--- src/rtl/spi_burst_pkg.sv ---
package spi_burst_pkg;
   // Control word field positions (neighbouring software decodes these)
   localparam int CF_CPHA    = 0;
   localparam int CF_CPOL    = 1;
   localparam int CF_CSPOL   = 2;
   localparam int CF_CSIDX   = 4;
   localparam int CF_MANUAL  = 6;
   localparam int CF_CSLEVEL = 7;
   localparam int CF_DISCARD = 8;
   localparam int CF_LSBF    = 12;
   localparam int CF_START   = 31;
   localparam int CF_CSIDX_W = 2;

   typedef enum logic [1:0] {
      ENG_IDLE  = 2'd0,
      ENG_FETCH = 2'd1,
      ENG_SHIFT = 2'd2
   } eng_state_e;
endpackage

--- src/rtl/spi_ctrl_reg.sv ---
module spi_ctrl_reg
   import spi_burst_pkg::*;
#(
   parameter int CTRL_W = 32
) (
   input  logic              clk,
   input  logic              rst_n,
   input  logic              bus_en,
   input  logic              wr,
   input  logic [CTRL_W-1:0] wdata,
   input  logic              burst_done,
   input  logic              tc_clr,
   output logic [CTRL_W-1:0] ctrl_q,
   output logic              go,
   output logic              tc_flag
);
   logic running;

   assign running = ctrl_q[CF_START];
   assign go      = wr & ~running & bus_en & wdata[CF_START];

   always_ff @(posedge clk or negedge rst_n) begin
      if (!rst_n) begin
         ctrl_q <= '0;
      end else if (wr && !running) begin
         ctrl_q <= {go, wdata[CTRL_W-2:0]};
      end else if (burst_done) begin
         ctrl_q[CF_START] <= 1'b0;
      end
   end

   always_ff @(posedge clk or negedge rst_n) begin
      if (!rst_n) begin
         tc_flag <= 1'b0;
      end else if (burst_done) begin
         tc_flag <= 1'b1;
      end else if (tc_clr) begin
         tc_flag <= 1'b0;
      end
   end
endmodule

--- src/rtl/spi_cs_drive.sv ---
module spi_cs_drive #(
   parameter int NUM_CS = 4,
   parameter int IDX_W  = 2
) (
   input  logic              manual,
   input  logic              level,
   input  logic              polarity,
   input  logic [IDX_W-1:0]  sel_idx,
   input  logic              active,
   output logic [NUM_CS-1:0] cs_out
);
   logic sel_level;

   assign sel_level = manual ? level : (active ? polarity : ~polarity);

   for (genvar gi = 0; gi < NUM_CS; gi++) begin : g_cs
      assign cs_out[gi] = (sel_idx == IDX_W'(gi)) ? sel_level : ~polarity;
   end
endmodule

--- src/rtl/spi_shift_core.sv ---
module spi_shift_core
   import spi_burst_pkg::*;
#(
   parameter int DATA_W = 8,
   parameter int CNT_W  = 24
) (
   input  logic              clk,
   input  logic              rst_n,
   input  logic              go,
   input  logic [CNT_W-1:0]  burst_len,
   input  logic [CNT_W-1:0]  xmit_len,
   input  logic              cpha,
   input  logic              lsb_first,
   input  logic              discard,
   input  logic              sclk_tick,
   input  logic [DATA_W-1:0] tx_data,
   input  logic              tx_empty,
   output logic              tx_pop,
   input  logic              miso,
   output logic [DATA_W-1:0] rx_data,
   output logic              rx_push,
   output logic              sck_act,
   output logic              mosi,
   output logic              done
);
   localparam int IDX_W  = $clog2(DATA_W);
   localparam int EDGE_W = IDX_W + 1;
   localparam logic [IDX_W-1:0] LAST_IDX = IDX_W'(DATA_W - 1);

   eng_state_e        state_q;
   logic [CNT_W-1:0]  burst_left_q, tx_left_q;
   logic [DATA_W-1:0] byte_q, rx_q, rx_nxt, rx_out_q, fetch_byte;
   logic [EDGE_W-1:0] edge_q;
   logic [IDX_W-1:0]  bit_idx, rx_pos;
   logic              lead, sample_now, last_edge, fetch_ok, owe_tx;
   logic              push_q, done_q, sck_q, mosi_q;

   function automatic logic bit_of(input logic [DATA_W-1:0] b,
                                   input logic [IDX_W-1:0] i,
                                   input logic lsb);
      return lsb ? b[i] : b[LAST_IDX - i];
   endfunction

   assign bit_idx    = edge_q[EDGE_W-1:1];
   assign lead       = ~edge_q[0];
   assign rx_pos     = lsb_first ? bit_idx : (LAST_IDX - bit_idx);
   assign last_edge  = (edge_q == {EDGE_W{1'b1}});
   assign sample_now = (state_q == ENG_SHIFT) & sclk_tick & (lead ^ cpha);
   assign owe_tx     = (tx_left_q != '0);
   assign fetch_ok   = (state_q == ENG_FETCH) & (~owe_tx | ~tx_empty);
   assign fetch_byte = owe_tx ? tx_data : '0;
   assign tx_pop     = (state_q == ENG_FETCH) & owe_tx & ~tx_empty;

   always_comb begin
      rx_nxt = rx_q;
      if (sample_now) rx_nxt[rx_pos] = miso;
   end

   always_ff @(posedge clk or negedge rst_n) begin
      if (!rst_n) begin
         state_q      <= ENG_IDLE;
         burst_left_q <= '0;
         tx_left_q    <= '0;
         byte_q       <= '0;
         rx_q         <= '0;
         rx_out_q     <= '0;
         edge_q       <= '0;
         push_q       <= 1'b0;
         done_q       <= 1'b0;
         sck_q        <= 1'b0;
         mosi_q       <= 1'b0;
      end else begin
         push_q <= 1'b0;
         done_q <= 1'b0;
         unique case (state_q)
            ENG_IDLE: begin
               if (go) begin
                  burst_left_q <= burst_len;
                  tx_left_q    <= (xmit_len > burst_len) ? burst_len : xmit_len;
                  sck_q        <= 1'b0;
                  if (burst_len == '0) done_q  <= 1'b1;
                  else                 state_q <= ENG_FETCH;
               end
            end
            ENG_FETCH: begin
               if (fetch_ok) begin
                  byte_q <= fetch_byte;
                  if (owe_tx) tx_left_q <= tx_left_q - 1'b1;
                  edge_q <= '0;
                  rx_q   <= '0;
                  if (!cpha) mosi_q <= bit_of(fetch_byte, '0, lsb_first);
                  state_q <= ENG_SHIFT;
               end
            end
            ENG_SHIFT: begin
               if (sclk_tick) begin
                  sck_q  <= ~sck_q;
                  edge_q <= edge_q + 1'b1;
                  rx_q   <= rx_nxt;
                  if (lead && cpha)
                     mosi_q <= bit_of(byte_q, bit_idx, lsb_first);
                  if (!lead && !cpha && bit_idx != LAST_IDX)
                     mosi_q <= bit_of(byte_q, bit_idx + 1'b1, lsb_first);
                  if (last_edge) begin
                     rx_out_q     <= rx_nxt;
                     push_q       <= ~discard;
                     burst_left_q <= burst_left_q - 1'b1;
                     if (burst_left_q == CNT_W'(1)) begin
                        state_q <= ENG_IDLE;
                        done_q  <= 1'b1;
                     end else begin
                        state_q <= ENG_FETCH;
                     end
                  end
               end
            end
            default: state_q <= ENG_IDLE;
         endcase
      end
   end

   assign rx_data = rx_out_q;
   assign rx_push = push_q;
   assign sck_act = sck_q;
   assign mosi    = mosi_q;
   assign done    = done_q;
endmodule

--- src/rtl/spi_burst_master.sv ---
module spi_burst_master
   import spi_burst_pkg::*;
#(
   parameter int DATA_W = 8,
   parameter int CNT_W  = 24,
   parameter int NUM_CS = 4,
   parameter int CTRL_W = 32
) (
   input  logic              clk,
   input  logic              rst_n,
   input  logic              bus_en,
   input  logic              ctrl_wr,
   input  logic [CTRL_W-1:0] ctrl_wdata,
   output logic [CTRL_W-1:0] ctrl_q,
   input  logic [CNT_W-1:0]  burst_len,
   input  logic [CNT_W-1:0]  xmit_len,
   input  logic              tc_clr,
   output logic              tc_flag,
   input  logic              sclk_tick,
   input  logic [DATA_W-1:0] tx_data,
   input  logic              tx_empty,
   output logic              tx_pop,
   output logic [DATA_W-1:0] rx_data,
   output logic              rx_push,
   output logic              sck,
   output logic              mosi,
   input  logic              miso,
   output logic [NUM_CS-1:0] cs_out
);
   if (DATA_W < 2 || (DATA_W & (DATA_W - 1)) != 0) begin : g_bad_data_w
      $error("DATA_W must be a power of two of at least 2");
   end
   if (NUM_CS < 1 || NUM_CS > (1 << CF_CSIDX_W)) begin : g_bad_num_cs
      $error("NUM_CS must fit the chip-select index field");
   end
   if (CTRL_W != 32) begin : g_bad_ctrl_w
      $error("CTRL_W must be 32 to hold the start bit at its position");
   end
   if (CNT_W < 1) begin : g_bad_cnt_w
      $error("CNT_W must be at least 1");
   end

   logic go, burst_done, sck_act;

   spi_ctrl_reg #(.CTRL_W(CTRL_W)) u_ctrl (
      .clk        (clk),
      .rst_n      (rst_n),
      .bus_en     (bus_en),
      .wr         (ctrl_wr),
      .wdata      (ctrl_wdata),
      .burst_done (burst_done),
      .tc_clr     (tc_clr),
      .ctrl_q     (ctrl_q),
      .go         (go),
      .tc_flag    (tc_flag)
   );

   spi_shift_core #(.DATA_W(DATA_W), .CNT_W(CNT_W)) u_core (
      .clk        (clk),
      .rst_n      (rst_n),
      .go         (go),
      .burst_len  (burst_len),
      .xmit_len   (xmit_len),
      .cpha       (ctrl_q[CF_CPHA]),
      .lsb_first  (ctrl_q[CF_LSBF]),
      .discard    (ctrl_q[CF_DISCARD]),
      .sclk_tick  (sclk_tick),
      .tx_data    (tx_data),
      .tx_empty   (tx_empty),
      .tx_pop     (tx_pop),
      .miso       (miso),
      .rx_data    (rx_data),
      .rx_push    (rx_push),
      .sck_act    (sck_act),
      .mosi       (mosi),
      .done       (burst_done)
   );

   spi_cs_drive #(.NUM_CS(NUM_CS), .IDX_W(CF_CSIDX_W)) u_cs (
      .manual   (ctrl_q[CF_MANUAL]),
      .level    (ctrl_q[CF_CSLEVEL]),
      .polarity (ctrl_q[CF_CSPOL]),
      .sel_idx  (ctrl_q[CF_CSIDX +: CF_CSIDX_W]),
      .active   (ctrl_q[CF_START]),
      .cs_out   (cs_out)
   );

   assign sck = bus_en ? (ctrl_q[CF_CPOL] ^ sck_act) : 1'b0;
endmodule

--- config.mk ---
export PLATFORM = sky130hd
export DESIGN_NAME = spi_burst_master
export DESIGN_NICKNAME = d
export VERILOG_FILES = /design/src/rtl/spi_burst_pkg.sv /design/src/rtl/spi_ctrl_reg.sv /design/src/rtl/spi_cs_drive.sv /design/src/rtl/spi_shift_core.sv /design/src/rtl/spi_burst_master.sv
export SDC_FILE = /design/constraint.sdc
export NUM_CORES = 1
export LEC_CHECK = 0
export ABC_AREA = 1
export CORE_ASPECT_RATIO = 0.7
export CORE_UTILIZATION = 40
export DETAILED_ROUTE_END_ITERATION = 8
export HOLD_SLACK_MARGIN = 0.1
export PLACE_DENSITY_LB_ADDON = 0.15
export SLEW_MARGIN = 10
export SYNTH_ARGS = -nofsm -noshare
export SYNTH_HDL_FRONTEND = slang
export SYNTH_SLANG_ARGS = --single-unit
--- constraint.sdc ---
create_clock -name clk -period 1.8 [get_ports clk]
set_input_delay 0.45 -clock clk [delete_from_list [all_inputs] [get_ports clk]]
set_output_delay 0.45 -clock clk [all_outputs]
set_load 0.02 [all_outputs]
==> metrics.txt <==
RSZ-0062 raised after global routing=yes; async set or reset register ratio after synthesis=100%; drt initial violations=630; met2 GRT Util=39.8%; worst hold path type=register to register; fin crit period=2120 ps; Slew @ Worst Pin=365 ps; met3 Usage GRT=5.33%; crit path DAT=1670 ps; share of the yosys chip area belonging to registers=37.8%; Die ar.=19600 µm²; layout cells sized above 1=29.5%; clk sinks=115; clock slew at reported path FFs=60 ps; Ys Warns=0; net switching power=0.00777 W; Layout area overhead=60.4%; Top FF cell, synth=dfrtp_1; VDD IR-drop max=0.891 mV; clock root cell=clkbuf_16; Clock Power Share=20.3%; post-synth top area share=37.8%; delay-heaviest family, CP=simple AND/OR/NAND/NOR gates; Worst EP required=1350 ps; worst r2r src=u_core.tx_left_q[0]; # setup viols final=30; slowest cell delay on critical path=390 ps; wirelength, routed=26400 µm; Mapped Area=7610 µm²; Initial Util=41.6%; met1 Use GR=39.2%; pin count of the biggest net entering global routing=51; clock latency on the worst-skew pair=420 ps; crit start category=register; clock buffer depth=2; Layout Skew=10.7 ps; Worst Setup End Kind=primary output; worst setup margin=-324 ps; Leak Pwr=5.91 nW; WHS=459 ps; vias in the first global route=7914; Worst Setup SP=u_core.tx_left_q[0]; Core ar.=18300 µm²; number of remaining DRC errors=0; crit path kind=register to primary output; Pwr Density=1480 nW/µm²; via count=8433; Avg WL per Cell=16.0 µm; Rel. slew slack=75.4%; switching part of the total=43.1%; Pre-antenna DRT Iters=5; Hold Startpoint=u_ctrl.ctrl_q[8]; initial antenna violation count=0; I/O Pins=145; fin util=66.7%; Die H=117 µm; largest cells by area after synthesis=dfrtp_1 38%, nand2_1 14%, inv_1 5.6%, nor2_1 5.5%, nand3_1 5.5%; first-pass GRT wire length=41400 µm; # fillers=1523; count of final hold-check violations=0; crit path max fanout=2; number of synthesized register bits=115; status=finished, violations left; failing checks=setup timing; GP Congestion=0.898; Synth Instances=1071; Final nets=1526; Internal=0.0103 W; FMAX=0.471 GHz; Via density=5.12; combinational share of power=55.0%; TritonCTS Buffers=17; HPWL after detailed placement=18500 µm; number of max-cap violations=0; Remaining Overflow, GRT=0; Ant. Diodes=0; Max H-tree Level=4; slowest CP cell=dfrtp_1; post-synth top area cell=dfrtp_1; CTS tree=yes; All-Layer GR Usage=26.7%; Antenna Violating Nets Remaining=0; number of I/O port buffers=144; Syn Area/Cell=7.11 µm²; Synth cell types=44; GR peak layer=met2; Syn Nets=1199; Worst Path Buf+Inv=2; final worst-path cycle share=118%; width of the die=167 µm; Core Rows=41; sequential power share=24.7%; Post-synth EDFFs=0; final slew viol count=0; CP Cell Sequence=inv_2, ha_4, nand3_4, nor2_4, nand3_4, nand2_4, nor2_4, buf_6
==> stage by stage <==
step / total power (W) / cell area [µm²] / cells / worst slack [ps] / TNS, ps
after floorplan: 0.00910 / 7760 / 1071 / -41.8 / -141
final: 0.0180 / 12200 / 1647 / -324 / -7110
after global placement: 0.0123 / 10600 / 1578 / -787 / -39140
after detailed placement: 0.0125 / 10600 / 1578 / -811 / -42150
after CTS: 0.0169 / 11800 / 1639 / -310 / -6640
after global routing: 0.0192 / 12200 / 1647 / -400 / -11560
==> state kept, by name, summed over array words and instances, names as in the netlist <==
name and flops:
u_core.done 1, u_core.burst_left_q 24, u_core.sck_act 1, u_core.rx_data 8, u_ctrl.ctrl_q 32, u_core.tx_left_q 24
u_core.byte_q 8, u_core.mosi 1, u_core.edge_q 4, u_ctrl.tc_flag 1, u_core.rx_push 1, u_core.rx_q 8
u_core.state_q 2
==> kinds of logic (layout without fill, tap and decap cells) <==
family,count (synthesis),after routing,share of synthesized area [%]
AOI/OAI and AO/OA,199,199,14.4
adders and majority gates,32,32,5.26
DFF,115,115,37.8
and+or+nand+nor,543,545,31.2
buffers and inverters,161,499,8.91
xor gates and xnor gates,20,20,2.30
muxes,1,1,0.131
==> synthesized netlist by cell type (all sizes together), types with 2 or more instances <==
cell type and instances:
nor3 10, buf 26, nor4 4, or2 10, a2bb2oi 2, dfrtp 115, ha 32, a31oi 3
o21ai 82, nand4 14, a21oi 84, inv 117, a22o 8, nor2 129, o211ai 3, xnor2 9
o31ai 2, nand3 87, xor2 11, clkbuf 17, a21o 2, nand2 287, o22ai 9
==> final cells by class <==
cell class	instances	area, µm²	area share, %
tap	236	295	2.42
inverter	118	499	4.09
timing repair inverter	2	36.3	0.297
sequential	115	2880	23.6
timing repair buffer	347	3090	25.3
multi-input combinational	797	4780	39.1
clock inverter	14	191	1.57
clock buffer	18	439	3.60
==> layer usage <==
metal  vias to the layer above  share of wire [%]
met4                         0                1.1
met2                       331                 44
met3                        24                7.9
met5                         -                  0
met1                      3917                 47
li1                       4161                  -
==> power by group through the flow <==
stage               Clock [W]  Combinational (W)  Sequential (W)
detailed placement          0            0.00807         0.00439
floorplan                   0            0.00448         0.00462
CTS                   0.00371            0.00886         0.00437
global placement            0            0.00797         0.00438
global route          0.00382             0.0108         0.00457
finish                0.00366            0.00992         0.00446
==> worst reg2reg max path, cell delays in order (launching register included) <==
cell	delay (ps)
dfrtp_1	390
inv_2	90
ha_4	150
nand3_4	90
nor2_4	170
buf_6	120
nand4_1	180
nand4_4	240
buf_6	140
buf_12	170
clkinv_8	110
nor2_4	110
a21oi_2	40
==> cell usage in the layout (no fill, tap or decap), types with 8 or more instances in the layout <==
| cell | synthesis | routed |
|---|---|---|
| or2_2 | 10 | 10 |
| nand2_2 | 6 | 16 |
| xor2_1 | 11 | 11 |
| o21ai_0 | 75 | 64 |
| inv_1 | 114 | 97 |
| a21oi_2 | 4 | 25 |
| nand2_1 | 281 | 265 |
| xnor2_1 | 9 | 9 |
| clkdlybuf4s50_1 | 0 | 51 |
| ha_1 | 32 | 17 |
| nor2_1 | 112 | 72 |
| o21ai_1 | 7 | 17 |
| nor2_2 | 10 | 25 |
| o22ai_1 | 9 | 9 |
| buf_6 | 3 | 18 |
| inv_2 | 2 | 14 |
| dfrtp_1 | 115 | 113 |
| nor3_1 | 10 | 8 |
| buf_12 | 0 | 8 |
| dlygate4sd2_1 | 0 | 83 |
| a22o_1 | 8 | 8 |
| ha_4 | 0 | 13 |
| clkbuf_16 | 0 | 17 |
| a21oi_1 | 80 | 57 |
| nor2_4 | 7 | 32 |
| nand4_1 | 13 | 13 |
| buf_4 | 9 | 175 |
| nand3_1 | 83 | 77 |
==> final timing paths <==
| kind | cells after the start | to | slack [ps] |
|---|---|---|---|
| hold / removal | 1 | u_core.rx_push | 460 |
| hold reg to reg | 1 | u_core.rx_push | 460 |
| min in group asynchronous | 2 | u_ctrl.ctrl_q[19] | 480 |
| setup / recovery | 8 | tx_pop | -320 |
| setup reg to reg | 12 | u_core.tx_left_q[11] | -280 |
| max in group asynchronous | 3 | u_core.burst_left_q[6] | 700 |
==> timing repair <==
item	CTS	global route
setup endpoints to repair	97	82
pin swaps	30	17
gates cloned	8	2
hold buffers	1	0
endpoints found under the hold margin	17	0
resized for setup	212	102
buffers inserted	20	8
No activity file was read; power rests on OpenSTA's default activity.
